--- src/rtl/regwin_pkg.sv ---
package regwin_pkg;
  localparam int PRI_W = 6;

  typedef enum logic [2:0] {
    EV_NONE,
    EV_ENTRY,
    EV_TRET,
    EV_SAVE,
    EV_RESTORE,
    EV_WRITE
  } ev_e;

  typedef enum logic [1:0] {
    FS_IDLE,
    FS_REQ,
    FS_WAIT
  } fetch_st_e;

  localparam logic [PRI_W-1:0] TRAPNO_WIN_OVF = 6'd1;
  localparam logic [PRI_W-1:0] TRAPNO_WIN_UNF = 6'd2;
  localparam logic [PRI_W-1:0] PRI_RESET      = 6'd63;
endpackage

--- src/rtl/regwin_window.sv ---
module regwin_window #(
  parameter int CWP_W  = 4,
  parameter int LO_LIM = 1,
  parameter int HI_LIM = 6,
  parameter int DATA_W = 32,
  parameter int IMM_W  = 8
) (
  input  logic [CWP_W-1:0]  cwp,
  input  logic [DATA_W-1:0] fp,
  input  logic [IMM_W-1:0]  imm,
  output logic              at_lo,
  output logic              at_hi,
  output logic [CWP_W-1:0]  cwp_down,
  output logic [CWP_W-1:0]  cwp_up,
  output logic [DATA_W-1:0] sp_next
);
  localparam logic [CWP_W-1:0] LO_V = CWP_W'(LO_LIM);
  localparam logic [CWP_W-1:0] HI_V = CWP_W'(HI_LIM);

  logic [DATA_W-1:0] frame_bytes;

  always_comb begin
    at_lo       = (cwp == LO_V);
    at_hi       = (cwp == HI_V);
    cwp_down    = cwp - CWP_W'(1);
    cwp_up      = cwp + CWP_W'(1);
    frame_bytes = DATA_W'(imm) << 2;
    sp_next     = fp - frame_bytes;
  end
endmodule

--- src/rtl/regwin_arbiter.sv ---
module regwin_arbiter
  import regwin_pkg::*;
(
  input  logic             idle,
  input  logic             irq,
  input  logic [PRI_W-1:0] irq_pri,
  input  logic             ie,
  input  logic [PRI_W-1:0] cur_pri,
  input  logic             trap,
  input  logic [PRI_W-1:0] trap_num,
  input  logic             tret,
  input  logic             save,
  input  logic             restore,
  input  logic             st_we,
  input  logic             at_lo,
  input  logic             at_hi,
  output ev_e              ev,
  output logic [PRI_W-1:0] ev_num
);
  logic irq_take;

  always_comb begin
    irq_take = irq && ie && (irq_pri < cur_pri);
    ev       = EV_NONE;
    ev_num   = '0;
    if (idle) begin
      if (irq_take) begin
        ev     = EV_ENTRY;
        ev_num = irq_pri;
      end else if (trap) begin
        ev     = EV_ENTRY;
        ev_num = trap_num;
      end else if (tret) begin
        ev = EV_TRET;
      end else if (save) begin
        if (at_lo) begin
          ev     = EV_ENTRY;
          ev_num = TRAPNO_WIN_OVF;
        end else begin
          ev = EV_SAVE;
        end
      end else if (restore) begin
        if (at_hi) begin
          ev     = EV_ENTRY;
          ev_num = TRAPNO_WIN_UNF;
        end else begin
          ev = EV_RESTORE;
        end
      end else if (st_we) begin
        ev = EV_WRITE;
      end
    end
  end
endmodule

--- src/rtl/regwin_vec_fetch.sv ---
module regwin_vec_fetch
  import regwin_pkg::*;
#(
  parameter int              DATA_W   = 32,
  parameter logic [31:0]     VEC_BASE = 32'h0000_0400
) (
  input  logic              clk,
  input  logic              rst_n,
  input  logic              start,
  input  logic [PRI_W-1:0]  num,
  output logic              req_valid,
  input  logic              req_ready,
  output logic [DATA_W-1:0] addr,
  input  logic              rsp_valid,
  output logic              rsp_ready,
  input  logic [DATA_W-1:0] rsp_data,
  output logic              busy,
  output logic              done,
  output logic [DATA_W-1:0] target
);
  fetch_st_e         st_q;
  logic [DATA_W-1:0] addr_q;

  always_ff @(posedge clk or negedge rst_n) begin
    if (!rst_n) begin
      st_q   <= FS_IDLE;
      addr_q <= '0;
    end else begin
      unique case (st_q)
        FS_IDLE: if (start) begin
          st_q   <= FS_REQ;
          addr_q <= DATA_W'(VEC_BASE) + (DATA_W'(num) << 2);
        end
        FS_REQ:  if (req_ready) st_q <= FS_WAIT;
        FS_WAIT: if (rsp_valid) st_q <= FS_IDLE;
        default: st_q <= FS_IDLE;
      endcase
    end
  end

  always_comb begin
    req_valid = (st_q == FS_REQ);
    rsp_ready = (st_q == FS_WAIT);
    busy      = (st_q != FS_IDLE);
    done      = rsp_ready && rsp_valid;
    addr      = addr_q;
    target    = rsp_data << 1;
  end
endmodule

--- src/rtl/regwin_trap_ctrl.sv ---
module regwin_trap_ctrl
  import regwin_pkg::*;
#(
  parameter int          CWP_W    = 4,
  parameter int          LO_LIM   = 1,
  parameter int          HI_LIM   = 6,
  parameter int          DATA_W   = 32,
  parameter int          IMM_W    = 8,
  parameter logic [31:0] VEC_BASE = 32'h0000_0400
) (
  input  logic              clk,
  input  logic              rst_n,
  input  logic              save_i,
  input  logic              restore_i,
  input  logic              trap_i,
  input  logic [5:0]        trap_num_i,
  input  logic              tret_i,
  input  logic [DATA_W-1:0] tret_reg_i,
  input  logic              status_we_i,
  input  logic [DATA_W-1:0] status_wdata_i,
  input  logic              irq_i,
  input  logic [5:0]        irq_pri_i,
  input  logic [DATA_W-1:0] pc_i,
  input  logic [DATA_W-1:0] fp_i,
  input  logic [IMM_W-1:0]  save_imm_i,
  output logic              vec_req_valid_o,
  input  logic              vec_req_ready_i,
  output logic [DATA_W-1:0] vec_addr_o,
  input  logic              vec_rsp_valid_i,
  output logic              vec_rsp_ready_o,
  input  logic [DATA_W-1:0] vec_rsp_data_i,
  output logic              busy_o,
  output logic [CWP_W-1:0]  cwp_o,
  output logic              ie_o,
  output logic [DATA_W-1:0] status_o,
  output logic [DATA_W-1:0] istatus_o,
  output logic              sp_we_o,
  output logic [DATA_W-1:0] sp_data_o,
  output logic              link_we_o,
  output logic [DATA_W-1:0] link_data_o,
  output logic              pc_valid_o,
  output logic [DATA_W-1:0] pc_o
);
  localparam int LO_POS  = CWP_W;
  localparam int HI_POS  = 2 * CWP_W;
  localparam int IE_POS  = 3 * CWP_W;
  localparam int PRI_POS = IE_POS + 1;
  localparam logic [CWP_W-1:0] LO_V = CWP_W'(LO_LIM);
  localparam logic [CWP_W-1:0] HI_V = CWP_W'(HI_LIM);

  logic [CWP_W-1:0]  cwp_q;
  logic              ie_q;
  logic [PRI_W-1:0]  pri_q;
  logic [DATA_W-1:0] istatus_q;
  logic              sp_we_q, link_we_q, pc_valid_q;
  logic [DATA_W-1:0] sp_q, link_q, pc_q;
  logic [DATA_W-1:0] status_w;

  logic              at_lo, at_hi;
  logic [CWP_W-1:0]  cwp_down, cwp_up;
  logic [DATA_W-1:0] sp_next;
  ev_e               ev;
  logic [PRI_W-1:0]  ev_num;
  logic              f_busy, f_done;
  logic [DATA_W-1:0] f_target;

  regwin_window #(
    .CWP_W(CWP_W), .LO_LIM(LO_LIM), .HI_LIM(HI_LIM),
    .DATA_W(DATA_W), .IMM_W(IMM_W)
  ) u_window (
    .cwp(cwp_q), .fp(fp_i), .imm(save_imm_i),
    .at_lo(at_lo), .at_hi(at_hi),
    .cwp_down(cwp_down), .cwp_up(cwp_up), .sp_next(sp_next)
  );

  regwin_arbiter u_arb (
    .idle(!f_busy), .irq(irq_i), .irq_pri(irq_pri_i), .ie(ie_q),
    .cur_pri(pri_q), .trap(trap_i), .trap_num(trap_num_i),
    .tret(tret_i), .save(save_i), .restore(restore_i),
    .st_we(status_we_i), .at_lo(at_lo), .at_hi(at_hi),
    .ev(ev), .ev_num(ev_num)
  );

  regwin_vec_fetch #(.DATA_W(DATA_W), .VEC_BASE(VEC_BASE)) u_fetch (
    .clk(clk), .rst_n(rst_n),
    .start(ev == EV_ENTRY), .num(ev_num),
    .req_valid(vec_req_valid_o), .req_ready(vec_req_ready_i),
    .addr(vec_addr_o),
    .rsp_valid(vec_rsp_valid_i), .rsp_ready(vec_rsp_ready_o),
    .rsp_data(vec_rsp_data_i),
    .busy(f_busy), .done(f_done), .target(f_target)
  );

  always_comb begin
    status_w = '0;
    status_w[LO_POS-1:0]         = cwp_q;
    status_w[HI_POS-1:LO_POS]    = LO_V;
    status_w[IE_POS-1:HI_POS]    = HI_V;
    status_w[IE_POS]             = ie_q;
    status_w[PRI_POS +: PRI_W]   = pri_q;
  end

  always_ff @(posedge clk or negedge rst_n) begin
    if (!rst_n) begin
      cwp_q      <= HI_V;
      ie_q       <= 1'b0;
      pri_q      <= PRI_RESET;
      istatus_q  <= '0;
      sp_we_q    <= 1'b0;
      sp_q       <= '0;
      link_we_q  <= 1'b0;
      link_q     <= '0;
      pc_valid_q <= 1'b0;
      pc_q       <= '0;
    end else begin
      sp_we_q    <= 1'b0;
      link_we_q  <= 1'b0;
      pc_valid_q <= 1'b0;
      unique case (ev)
        EV_ENTRY: begin
          istatus_q <= status_w;
          ie_q      <= 1'b0;
          cwp_q     <= cwp_down;
          pri_q     <= ev_num;
          link_we_q <= 1'b1;
          link_q    <= (pc_i + DATA_W'(2)) >> 1;
        end
        EV_TRET: begin
          cwp_q      <= istatus_q[LO_POS-1:0];
          ie_q       <= istatus_q[IE_POS];
          pri_q      <= istatus_q[PRI_POS +: PRI_W];
          pc_valid_q <= 1'b1;
          pc_q       <= tret_reg_i << 1;
        end
        EV_SAVE: begin
          cwp_q   <= cwp_down;
          sp_we_q <= 1'b1;
          sp_q    <= sp_next;
        end
        EV_RESTORE: cwp_q <= cwp_up;
        EV_WRITE: begin
          cwp_q <= status_wdata_i[LO_POS-1:0];
          ie_q  <= status_wdata_i[IE_POS];
          pri_q <= status_wdata_i[PRI_POS +: PRI_W];
        end
        default: ;
      endcase
      if (f_done) begin
        pc_valid_q <= 1'b1;
        pc_q       <= f_target;
      end
    end
  end

  always_comb begin
    busy_o      = f_busy;
    cwp_o       = cwp_q;
    ie_o        = ie_q;
    status_o    = status_w;
    istatus_o   = istatus_q;
    sp_we_o     = sp_we_q;
    sp_data_o   = sp_q;
    link_we_o   = link_we_q;
    link_data_o = link_q;
    pc_valid_o  = pc_valid_q;
    pc_o        = pc_q;
  end
endmodule

--- config.mk ---
export PLATFORM = sky130hd
export DESIGN_NAME = regwin_trap_ctrl
export DESIGN_NICKNAME = d
export VERILOG_FILES = /design/src/rtl/regwin_pkg.sv /design/src/rtl/regwin_window.sv /design/src/rtl/regwin_arbiter.sv /design/src/rtl/regwin_vec_fetch.sv /design/src/rtl/regwin_trap_ctrl.sv
export SDC_FILE = /design/constraint.sdc
export NUM_CORES = 1
export LEC_CHECK = 0
export CORE_AREA = 3 3 151 153
export DETAILED_ROUTE_END_ITERATION = 12
export DIE_AREA = 0 0 154 156
export DONT_BUFFER_PORTS = 1
export SLEW_MARGIN = 30
export SYNTH_ARGS = -nofsm -noshare
export SYNTH_HDL_FRONTEND = slang
export SYNTH_HIERARCHICAL = 1
export SYNTH_SLANG_ARGS = --single-unit
--- constraint.sdc ---
create_clock -name clk -period 6.51 [get_ports clk]
set_input_delay 1.302 -clock clk [delete_from_list [all_inputs] [get_ports clk]]
set_output_delay 1.302 -clock clk [all_outputs]
set_load 0.01 [all_outputs]
After elaboration in Yosys (flattened, before gate mapping). Index checks and enable logic that the tools add are counted.

Multiplexer cells: 30. Add/sub/neg operators: 5. Shift-type cells: 0. Multiply operators: 0. Divide/modulo/power cells: 0. Bitwise gates (word level): 0. Equality and inequality tests: 12. Magnitude comparators: 1. Reduce and logical (&&, ||, !) cells: 11.

Operators by type and width (number): 32-bit two-way mux (2); 6-bit two-way mux (6); 32-bit by 2-bit adder with 32-bit output, second input constant (1); 32-bit by 10-bit subtractor with 32-bit output (1); 3-bit two-way mux (8); 6-bit one-hot mux with 3 select lines (1); 4-bit one-hot mux with 4 select lines (1); 11-bit by 8-bit adder with 12-bit output, first input constant (1); 2-bit two-way mux (5); 3-bit by 2-bit == test with 1-bit output, second input constant (2); 3-bit == test, second input constant (2); 6-bit less-than comparator (1); 2-bit one-hot mux with 3 select lines (1); 1-bit two-way mux (5); 4-bit by 1-bit adder with 4-bit output, second input constant (1); 4-bit by 1-bit == test with 1-bit output, second input constant (1); 4-bit by 3-bit == test with 1-bit output, second input constant (1); 2-bit by 1-bit != test with 1-bit output, second input constant (2); 2-bit nonzero test (2); 4-bit nonzero test (1); 4-bit by 1-bit subtractor with 4-bit output, second input constant (1); 3-bit by 1-bit == test with 1-bit output, second input constant (1); 1-bit logical AND (3); 1-bit one-hot mux with 3 select lines (1); 8 further kinds (8).

ROM bits: 0. Bits of input ports: 190. Output and inout bits: 203. Register bits: 157. Bits in latches: 0. Logic and storage cells: 71. Memories: 0. RAM bits: 0.

Logic depth before layout (Yosys ltp). Gate-level depths: netlist of run 1.

Word-level depth: 11. Depth in mapped cells: 15. Mapped depth without buffers: 11.

By module. The synthesis of run 1 kept the hierarchy.

Modules (own cells, without submodules): regwin_trap_ctrl (area an instance 6087.1 um2, sequential area each 3037.9 um2, cells an instance 642, times used 1); regwin_window (area an instance 997.2 um2, sequential area each 0.0 um2, cells an instance 140, times used 1); regwin_vec_fetch (area an instance 807.0 um2, sequential area each 225.2 um2, cells an instance 84, times used 1); regwin_arbiter (area an instance 356.6 um2, sequential area each 0.0 um2, cells an instance 52, times used 1).

Worst setup path before layout of run 1. OpenSTA, ideal clock, no wires.

Path kind: input to register. Start point: input port irq_pri_i[3]. End point: register u_fetch.addr_q[2], in the netlist u_fetch/addr[2]. Setup slack: 1916 ps. Data arrival time: 4470 ps. Buffers on the path: 3. Library setup time: 125 ps. Data required time: 6385 ps. Stages on the path: 12. Cells stage by stage: ha_1 -> a211oi_2 -> o21ai_1 -> a211oi_4 -> o31a_1 -> buf_2 -> inv_1 -> nor3_2 -> buf_2 -> buf_2 -> nor3b_4 -> mux2_2.

Cells in the longest elaborated chain, start to end: 6. Elaborated cells between the ends (all ways): 9. Those cells by class: add/sub: 1; order compare: 1; eq/ne: 1; mux: 4; reduce/logical: 2.

Ends and longest elaborated chain: from (decl) (line regwin_trap_ctrl.sv:22) `input logic [5:0] irq_pri_i,`; 6-bit less-than comparator (line regwin_arbiter.sv:23) `irq_take = irq && ie && (irq_pri < cur_pri);`; 1-bit logical AND (line regwin_arbiter.sv:23); 3-bit two-way mux (line regwin_arbiter.sv:27) `if (irq_take) begin`; 3-bit two-way mux (line regwin_arbiter.sv:26) `if (idle) begin`; net ev[0] (line regwin_trap_ctrl.sv:62) `ev_e ev;`; 3-bit by 1-bit == test with 1-bit output (line regwin_trap_ctrl.sv:86) `.start(ev == EV_ENTRY), .num(ev_num),`; 2-bit AND reduction (no line); to (signal assigned) (line regwin_vec_fetch.sv:32) `addr_q <= DATA_W'(VEC_BASE) + (DATA_W'(num) << 2);`; to (decl) (line regwin_vec_fetch.sv:22) `logic [DATA_W-1:0] addr_q;`.

The timed path passes the listed nets, and every way through them passes these cells. A chain may end at the register's enable or synchronous reset.

Worst setup path after layout of run 1.
Start point: input port irq_pri_i[3]. End point: register link_q[1], in the netlist link_data_o[1].

Cells in the longest elaborated chain, start to end: 5.

Ends and longest elaborated chain: 6-bit less-than comparator (line regwin_arbiter.sv:23); 1-bit logical AND (line regwin_arbiter.sv:23); 3-bit two-way mux (line regwin_arbiter.sv:27); 3-bit two-way mux (line regwin_arbiter.sv:26); net ev[0] (line regwin_trap_ctrl.sv:62); 3-bit by 1-bit == test with 1-bit output (line regwin_trap_ctrl.sv:119) `unique case (ev)`; to (signal assigned) (line regwin_trap_ctrl.sv:126) `link_q <= (pc_i + DATA_W'(2)) >> 1;`; to (decl) (line regwin_trap_ctrl.sv:56) `logic [DATA_W-1:0] sp_q, link_q, pc_q;`.

The timed path passes the listed nets, and every way through them passes these cells.

==> flow_metrics.env, run 1 <==
export IMPL_die_width_microns=154
export IMPL_finalClockSkew_ps=11.3
export IMPL_slew_violations=0
export IMPL_grt_pass1_wl_mm=31.3
export IMPL_drt_wl_total_mm=20.2
export IMPL_grt_total_usage=0.161
export IMPL_synth_ff_type="dfrtp_1"
export IMPL_antenna_found_initial=0
export IMPL_cts_htree_levels=4
export IMPL_grt_ovfl_total=0
export IMPL_cts_root_buf="clkbuf_16"
export IMPL_drtIter0Drc=296
export IMPL_layout_common_cells="nand2_1, dfrtp_1, nor2_1"
export IMPL_postCtsSetupBuffers=0
export IMPL_setup_violations=0
export IMPL_reg2reg_depth=11
export IMPL_drcViolationCount=0
export IMPL_grt_max_degree=131
export IMPL_final_nets=1070
export IMPL_hold_depth=2
export IMPL_synth_top_area_cell="dfrtp_1"
export IMPL_p_sw_frac=0.406
export IMPL_cpMaxStageDelayCell="buf_4"
export IMPL_dp_slack_ps=1730
export IMPL_path_class="in -> reg"
export IMPL_clock_latency_ps=410
export IMPL_vias_per_cell=5.02
export IMPL_setup_worst_path_end_class="flop"
export IMPL_firstDrtPassIters=4
export IMPL_rr_endpoint="link_data_o[1]"
export IMPL_peakVddDrop_v=0.000154
export IMPL_ys_types=68
export IMPL_hp_start="sp_data_o[23]"
export IMPL_power_share_sequential=0.460
export IMPL_finalCritPeriodShare=0.666
export IMPL_setup_tns_final_ps=0
export IMPL_cp_max_fo=74
export IMPL_synthCells=918
export IMPL_cts_inserted_buffers=17
export IMPL_antenna_left=0
export IMPL_worst_path_most_repeated_cell="buf_4"
export IMPL_status="finished clean"
export IMPL_wl_per_cell_microns=17.6
export IMPL_fin_cells=1153
export IMPL_hold_worst_slack_ps=554
export IMPL_die_h_microns=156
export IMPL_cts_hold_buf=0
export IMPL_ctsResizeCount=0
export IMPL_path_clk_slew_ps=60
export IMPL_p_per_area_nw_per_um2=437
export IMPL_syn2layout_area_growth_pct=3.26
export IMPL_leakage_nw=3.66
export IMPL_crit_chain="ha_1 > a211oi_2 > o21ai_1 > a211oi_4 > o31a_1 > buf_4 > inv_1 > nor3_4 > buf_4 > mux2_2"
export IMPL_ios=393
export IMPL_fp_dieArea_sq_um=24000
export IMPL_syn_avg_cell_area_sq_um=8.98
export IMPL_hold_viol=0
export IMPL_pwr_share_comb=0.294
export IMPL_postSynth_asyncResetShare=1.00
export IMPL_final_util=0.393
export IMPL_ys_seq_elements=130
export IMPL_synth_seq_area_share=0.396
export IMPL_grt_pass1_vias=5562
export IMPL_r2r_start="pri_q[3]"
export IMPL_p_sw_w=0.00151
export IMPL_cp_arrival_ps=4620
export IMPL_synth_area_sq_um=8250
export IMPL_maxCapViolCount=0
export IMPL_worstPathRequired_ps=6800
export IMPL_drive_gt1_frac=0.109
export IMPL_dp_cells=1122
export IMPL_max_slew_margin=0.350
export IMPL_min_period_ps=4330
export IMPL_dp_hpwl_mm=14.9
export IMPL_power_clock_fraction=0.247
export IMPL_vias=5784
export IMPL_fmax_mhz=231
export IMPL_antenna_cells=0
export IMPL_synth_edff_count=0
export IMPL_row_count=54
export IMPL_min_to="sp_data_o[23]"
export IMPL_start_util=0.380
export IMPL_core_area_sq_um=21700
export IMPL_p_int_w=0.00221
export IMPL_slowest_delay_ps=650
export IMPL_synth_top_area_frac=0.370
export IMPL_cp_start_kind="input port"
export IMPL_setup_slack_ps=2180
export IMPL_r2r_slack_ps=2400
export IMPL_port_buffers=0
export IMPL_final_common_cell="nand2_1"
export IMPL_numClockSinks=130
export IMPL_rsz0062_at_grt="no"
export IMPL_worst_slew_pin_slew_ps=975
export IMPL_gp_congestion=0.817
export IMPL_holdCritPathClass="reg -> reg"
export IMPL_synthTopCellsByArea="dfrtp_1, buf_4, mux2i_1"
export IMPL_cts_tree="built"
export IMPL_yosysWarnings=6
export IMPL_fillers=2178
export IMPL_cts_buffer_depth=2
[final cells by class]
cell class              count  area [sq um]  share of cell area
repair buffers              7          52.6             0.00617
multi-input cells         675          4190               0.491
flip-flops and latches    130          3260               0.383
clock buffers              20           437              0.0513
clock inverters            11           116              0.0137
well taps                 280           350              0.0411
inverters                  30           113              0.0132
[power groups by stage]
stage / logic [W] / registers (W) / clock network, W
2_1_floorplan: 0.00100 / 0.00158 / 0
3_3_place_gp: 0.00106 / 0.00173 / 0
3_5_place_dp: 0.00110 / 0.00173 / 0
4_1_cts: 0.00110 / 0.00173 / 0.000948
5_1_grt: 0.00125 / 0.00176 / 0.000986
6_report: 0.00109 / 0.00171 / 0.000918
[metrics by stage]
stage / area [sq um] / power (W)
6_report: 8520 / 0.00372
3_5_place_dp: 7960 / 0.00283
2_1_floorplan: 8480 / 0.00258
4_1_cts: 8510 / 0.00378
3_3_place_gp: 7960 / 0.00280
5_1_grt: 8520 / 0.00400
[cell usage after synthesis (3+ instances only)]
cell type,n
nor4_1,8
xnor2_1,24
nor4_4,4
o21a_1,3
clkbuf_1,23
a21oi_1,78
buf_4,107
buf_2,14
nor2_1,88
nor3b_1,3
nand3_1,23
mux2i_1,55
inv_1,30
nor2b_1,8
or2_2,5
nand2b_1,4
conb_1,3
and3_1,5
nand2_1,136
mux2_2,22
xor2_1,33
o21ai_0,17
ha_1,18
nand4_1,12
dfrtp_1,122
a211oi_1,7
dfstp_2,8
nor3_1,10
[cell families (layout without fill, tap and decap cells)]
kind of cell               Yosys count  count (layout)  synth area share
AOI/OAI and AO/OA                  127             127            0.0912
xor gates and xnor gates            57              57            0.0605
adders and majority gates           19              19            0.0297
buffers and inverters              176              68             0.131
DFF                                130             130             0.396
muxes                               77              77            0.0968
other                                3              66           0.00137
and+or+nand+nor                    329             329             0.194
[state kept, by name, summed over array words and instances (netlist names)]
register,count
pc_o,32
u_fetch/addr,7
link_we_o,1
link_data_o,31
ie_o,1
sp_we_o,1
sp_data_o,32
pri_q,6
pc_valid_o,1
u_fetch/st_q,2
istatus_o,12
cwp_o,4
[worst max path at each step]
stage | from | end | slack, ps
6_report | irq_pri_i[3] | link_data_o[1] | 2180
5_1_grt | irq_pri_i[3] | istatus_o[12] | 1960
4_1_cts | irq_pri_i[3] | istatus_o[12] | 2160
3_5_place_dp | irq_pri_i[3] | istatus_o[12] | 1730
3_3_place_gp | irq_pri_i[3] | sp_data_o[26] | 1760
2_1_floorplan | irq_pri_i[3] | u_fetch/addr[2] | 1920
[critical path: cells and delay by family]
family	cells	cell delay, ps
AO/OA/AOI/OAI	4	1180
adder cells (fa/ha/maj)	1	300
buffers and inverters	3	1130
multiplexers	1	410
AND/OR/NAND/NOR	1	240
[per-layer routing]
metal  vias to the layer above  share of wire  global-route usage
li1                       2801              -                   -
met3                        16          0.086              0.0577
met4                         0          0.015              0.0416
met1                      2764           0.41               0.201
met2                       203           0.49               0.266
met5                         -              0                   0
No activity file was read; power rests on OpenSTA's default activity.
==> inputs of run 2 (changes only) <==
- clock period: 6.51 -> 3.7 ns (I/O delays scaled with it)
==> run 2 against run 1 <==
Against the previous run: via count increased by 1.7%; register-to-register slack got worse by 1900 ps; final cell count increased by 0.87%; wire length increased by 1.6%; sequential power increased by 75%; worst hold slack got worse by 510 ps; worst setup slack got worse by 1700 ps; clock power increased by 70%; first-iteration DRC count decreased by 11%; total power increased by 76%; critical path depth increased by 2; clock-buffer cell count increased by 2; critical path type is now reg -> reg; largest power group unchanged; highest routed layer unchanged.
==> flow_metrics.env, run 2 (same netlist as run 1, synthesis figures left out) <==
export IMPL_cp_start_kind="flop"
export IMPL_antenna_found_initial=0
export IMPL_fmax_mhz=314
export IMPL_cts_tree="built"
export IMPL_multi_input_area_sq_um=4180
export IMPL_drtIter0Drc=263
export IMPL_path_class="reg -> reg"
export IMPL_setup_tns_final_ps=0
export IMPL_port_buffers=0
export IMPL_p_per_area_nw_per_um2=763
export IMPL_antenna_left=0
export IMPL_worst_path_most_repeated_cell="a21oi_1"
export IMPL_hold_viol=0
export IMPL_holdCritPathClass="in -> async"
export IMPL_dp_cells=1129
export IMPL_crit_chain="inv_1 > ha_1 > a211oi_2 > o21ai_1 > a211oi_4 > nor4b_2 > buf_4 > nor2b_1 > mux2i_1 > nor2_1 > a21oi_1 > a21oi_1"
export IMPL_dp_hpwl_mm=15.3
export IMPL_grt_ovfl_total=0
export IMPL_cts_root_buf="clkbuf_16"
export IMPL_max_slew_margin=0.358
export IMPL_rsz0062_at_grt="no"
export IMPL_setup_worst_path_end_class="flop"
export IMPL_regArea_sq_um=3260
export IMPL_setup_violations=0
export IMPL_cts_inserted_buffers=17
export IMPL_fillers=2157
export IMPL_min_period_ps=3180
export IMPL_cp_arrival_ps=3460
export IMPL_drt_wl_total_mm=20.6
export IMPL_grt_pass1_wl_mm=30.8
export IMPL_grt_max_degree=127
export IMPL_drcViolationCount=0
export IMPL_fin_cells=1163
export IMPL_vias=5880
export IMPL_cts_htree_levels=4
export IMPL_leakage_nw=3.71
export IMPL_cp_max_fo=5
export IMPL_clock_latency_ps=410
export IMPL_cpMaxStageDelayCell="dfstp_2"
export IMPL_slew_violations=0
export IMPL_cts_buffer_depth=2
export IMPL_slowest_delay_ps=620
export IMPL_wl_per_cell_microns=17.7
export IMPL_vias_per_cell=5.06
export IMPL_grt_pass1_vias=5378
export IMPL_numClockSinks=130
export IMPL_ios=393
export IMPL_start_util=0.380
export IMPL_antenna_cells=0
export IMPL_drive_gt1_frac=0.113
export IMPL_syn2layout_area_growth_pct=4.25
export IMPL_ctsResizeCount=0
export IMPL_fp_dieArea_sq_um=24000
export IMPL_core_area_sq_um=21700
export IMPL_finalCritPeriodShare=0.861
export IMPL_maxCapViolCount=0
export IMPL_finalClockSkew_ps=10.7
export IMPL_final_common_cell="nand2_1"
export IMPL_grt_total_usage=0.160
export IMPL_path_clk_slew_ps=60
export IMPL_gp_congestion=0.837
export IMPL_firstDrtPassIters=4
export IMPL_row_count=54
export IMPL_peakVddDrop_v=0.000256
export IMPL_worstPathRequired_ps=3980
export IMPL_status="finished clean"
export IMPL_worst_slew_pin_slew_ps=963
export IMPL_die_h_microns=156
export IMPL_layout_common_cells="nand2_1, dfrtp_1, nor2_1"
export IMPL_die_width_microns=154
export IMPL_final_nets=1079
run 2: final timing paths:
path	from	end	slack, ps	cells past startpoint
max	pri_q[3]	cwp_o[3]	520	12
min	rst_n	sp_data_o[12]	40	0
max reg2reg	pri_q[3]	cwp_o[3]	520	12
min reg2reg	u_fetch/addr[10]	u_fetch/addr[10]	550	1
max in group asynchronous	rst_n	sp_data_o[0]	2610	1
min in group clk	pc_i[1]	link_data_o[0]	420	1
run 2: layout make-up:
| type | count | area share |
|---|---|---|
| multi-input cells | 675 | 0.486 |
| flip-flops and latches | 130 | 0.380 |
| clock buffers | 22 | 0.0528 |
| well taps | 280 | 0.0407 |
| repair buffers | 16 | 0.0175 |
| inverters | 30 | 0.0131 |
| clock inverters | 10 | 0.0100 |
run 2: power by group:
part / leakage (nW) / internal (W) / switching (W)
registers: 1.52 / 0.00209 / 0.000902
logic: 1.93 / 0.000864 / 0.00114
clock network: 0.260 / 0.000938 / 0.000623
run 2: repair_timing:
item,in CTS,in global routing
hold endpoints to repair,5,8
setup buffers,0,0
hold buffers,1,1
run 2: worst max-delay path, delay by kind of cell (launching register included):
kind	cells	cell delay, ps
fa+ha+maj	1	300
flops	1	620
simple gates	3	720
buf+inv	2	220
mux	1	310
compound gates	5	880
run 2: metal layers:
metal,global-route usage,up-vias,part of all wire
met2,0.260,194,0.50
met1,0.203,2848,0.41
met4,0.0500,0,0.014
li1,-,2822,-
met5,0,-,0
met3,0.0521,16,0.079
run 2: metrics by stage:
stage	setup WS, ps	cell area, sq um	power (W)	utilization	hold WS (ps)
6_report	516	8600	0.00656	0.396	39.1
3_5_place_dp	411	8040	0.00507	0.371	446
4_1_cts	475	8590	0.00667	0.396	1.25
3_3_place_gp	462	8040	0.00499	0.371	447
5_1_grt	287	8600	0.00706	0.396	1.69
2_1_floorplan	12.6	8500	0.00456	-	444
==> inputs of run 3 (changes only) <==
- CAP_MARGIN: unset -> 20
- MAX_ROUTING_LAYER: unset -> met4
- SKIP_LAST_GASP: unset -> 1
==> run 3 against run 2 <==
Against the previous run: sequential power about the same; first-iteration DRC count rose by 0.76%; maximum frequency about the same; design area is 0.35% higher; clock-buffer cell count did not move; combinational power hardly changed; clock skew is essentially flat; global-route usage rose by 0.51 points; largest power group unchanged.
==> flow_metrics.env, run 3 (same netlist as run 1, synthesis figures left out) <==
export IMPL_vias=5853
export IMPL_worst_slew_pin_slew_ps=967
export IMPL_grt_ovfl_total=0
export IMPL_layout_common_cells="nand2_1, dfrtp_1, nor2_1"
export IMPL_path_class="reg -> reg"
export IMPL_fp_dieArea_sq_um=24000
export IMPL_cts_inserted_buffers=17
export IMPL_antenna_found_initial=0
export IMPL_final_nets=1082
export IMPL_setup_tns_final_ps=0
export IMPL_cts_tree="built"
export IMPL_syn2layout_area_growth_pct=4.61
export IMPL_numClockSinks=130
export IMPL_drtIter0Drc=265
export IMPL_gr_usage_met1=0.207
export IMPL_status="finished clean"
export IMPL_use_met2=0.259
export IMPL_fillers=2157
export IMPL_cp_max_fo=5
export IMPL_finalClockSkew_ps=10.5
export IMPL_p_per_area_nw_per_um2=762
export IMPL_regArea_sq_um=3260
export IMPL_cts_root_buf="clkbuf_16"
export IMPL_setup_worst_path_end_class="flop"
export IMPL_leakage_nw=3.72
export IMPL_design_area_sq_um=8630
export IMPL_final_common_cell="nand2_1"
export IMPL_clock_latency_ps=400
export IMPL_antenna_left=0
export IMPL_r2r_slack_ps=510
export IMPL_cp_arrival_ps=3460
export IMPL_final_util=0.398
export IMPL_hold_worst_slack_ps=41.7
export IMPL_rsz0062_at_grt="no"
export IMPL_row_count=54
export IMPL_cts_htree_levels=4
export IMPL_maxCapViolCount=0
export IMPL_drt_wl_total_mm=20.7
export IMPL_crit_path_end="cwp_o[3]"
export IMPL_hold_viol=0
export IMPL_fmax_mhz=314
export IMPL_path_clk_slew_ps=60
export IMPL_power_total_w=0.00657
export IMPL_core_area_sq_um=21700
export IMPL_die_h_microns=156
export IMPL_cp_start_kind="flop"
export IMPL_reg2reg_depth=12
export IMPL_grt_pass1_vias=5396
export IMPL_die_width_microns=154
export IMPL_grt_max_degree=127
export IMPL_holdCritPathClass="in -> async"
export IMPL_cts_buffer_depth=2
export IMPL_r2r_start="pri_q[3]"
export IMPL_grt_total_usage=0.165
export IMPL_gp_congestion=0.850
export IMPL_use_met3=0.0530
export IMPL_worstPathRequired_ps=3980
export IMPL_slew_violations=0
export IMPL_multi_input_area_sq_um=4180
export IMPL_drcViolationCount=0
export IMPL_finalCritPeriodShare=0.861
export IMPL_place_area_sq_um=8040
export IMPL_firstDrtPassIters=5
export IMPL_ios=393
export IMPL_start_util=0.380
export IMPL_crit_start="pri_q[3]"
export IMPL_port_buffers=0
export IMPL_top_usage_layer="met2"
export IMPL_min_period_ps=3190
export IMPL_setup_violations=0
export IMPL_max_slew_margin=0.355
export IMPL_vias_per_cell=5.02
export IMPL_peakVddDrop_v=0.000256
export IMPL_wl_per_cell_microns=17.8
export IMPL_rr_endpoint="cwp_o[3]"
export IMPL_antenna_cells=0
export IMPL_dp_hpwl_mm=15.3
export IMPL_drive_gt1_frac=0.113
export IMPL_grt_pass1_wl_mm=30.8
## run 3: layout make-up
type / instances / share of cell area
clock buffer: 22 / 0.0526
clock inverter: 10 / 0.0100
inverter: 30 / 0.0131
multi-input combinational: 675 / 0.485
sequential: 130 / 0.378
tap: 280 / 0.0406
timing repair buffer: 19 / 0.0209
## run 3: worst min-delay path by stage
| stage | from | end | slack (ps) |
|---|---|---|---|
| after floorplan | rst_n | cwp_o[0] | 440 |
| after global placement | rst_n | pc_o[17] | 450 |
| after detailed placement | rst_n | pc_o[17] | 450 |
| after CTS | rst_n | pc_o[26] | 1 |
| after global routing | rst_n | pc_o[24] | 4 |
| final | rst_n | pc_o[24] | 40 |
## run 3: what timing repair did
item	in CTS	in global routing
resized for setup	0	0
hold buffers	1	4
setup buffers	0	0
hold endpoints to repair	5	14
## run 3: worst max-delay path, stage by stage (launching register included)
cell and delay (ps):
dfstp_2 630, inv_1 60, ha_1 300, a211oi_2 220, o21ai_1 130, a211oi_4 330
nor4b_2 140, buf_4 160, nor2b_1 520, mux2i_1 310, nor2_1 60, a21oi_1 110
a21oi_1 90
## run 3: per-layer routing
layer	up-vias	part of all wire
met1	2801	0.42
met4	0	0.012
met3	12	0.078
li1	2835	-
met5	-	0
met2	205	0.49
## run 3: metrics by stage
| stage | worst slack (ps) | std cells |
|---|---|---|
| after floorplan | 12.6 | 981 |
| after global placement | 462 | 1129 |
| final | 514 | 1166 |
| after detailed placement | 411 | 1129 |
| after CTS | 475 | 1162 |
| after global routing | 287 | 1166 |
## run 3: where the power goes
part	switching (W)	internal (W)	total (W)	leakage, nW
logic	0.00115	0.000866	0.00201	1.94
registers	0.000908	0.00209	0.00300	1.52
clock network	0.000621	0.000938	0.00156	0.260
total	0.00268	0.00390	0.00657	3.72
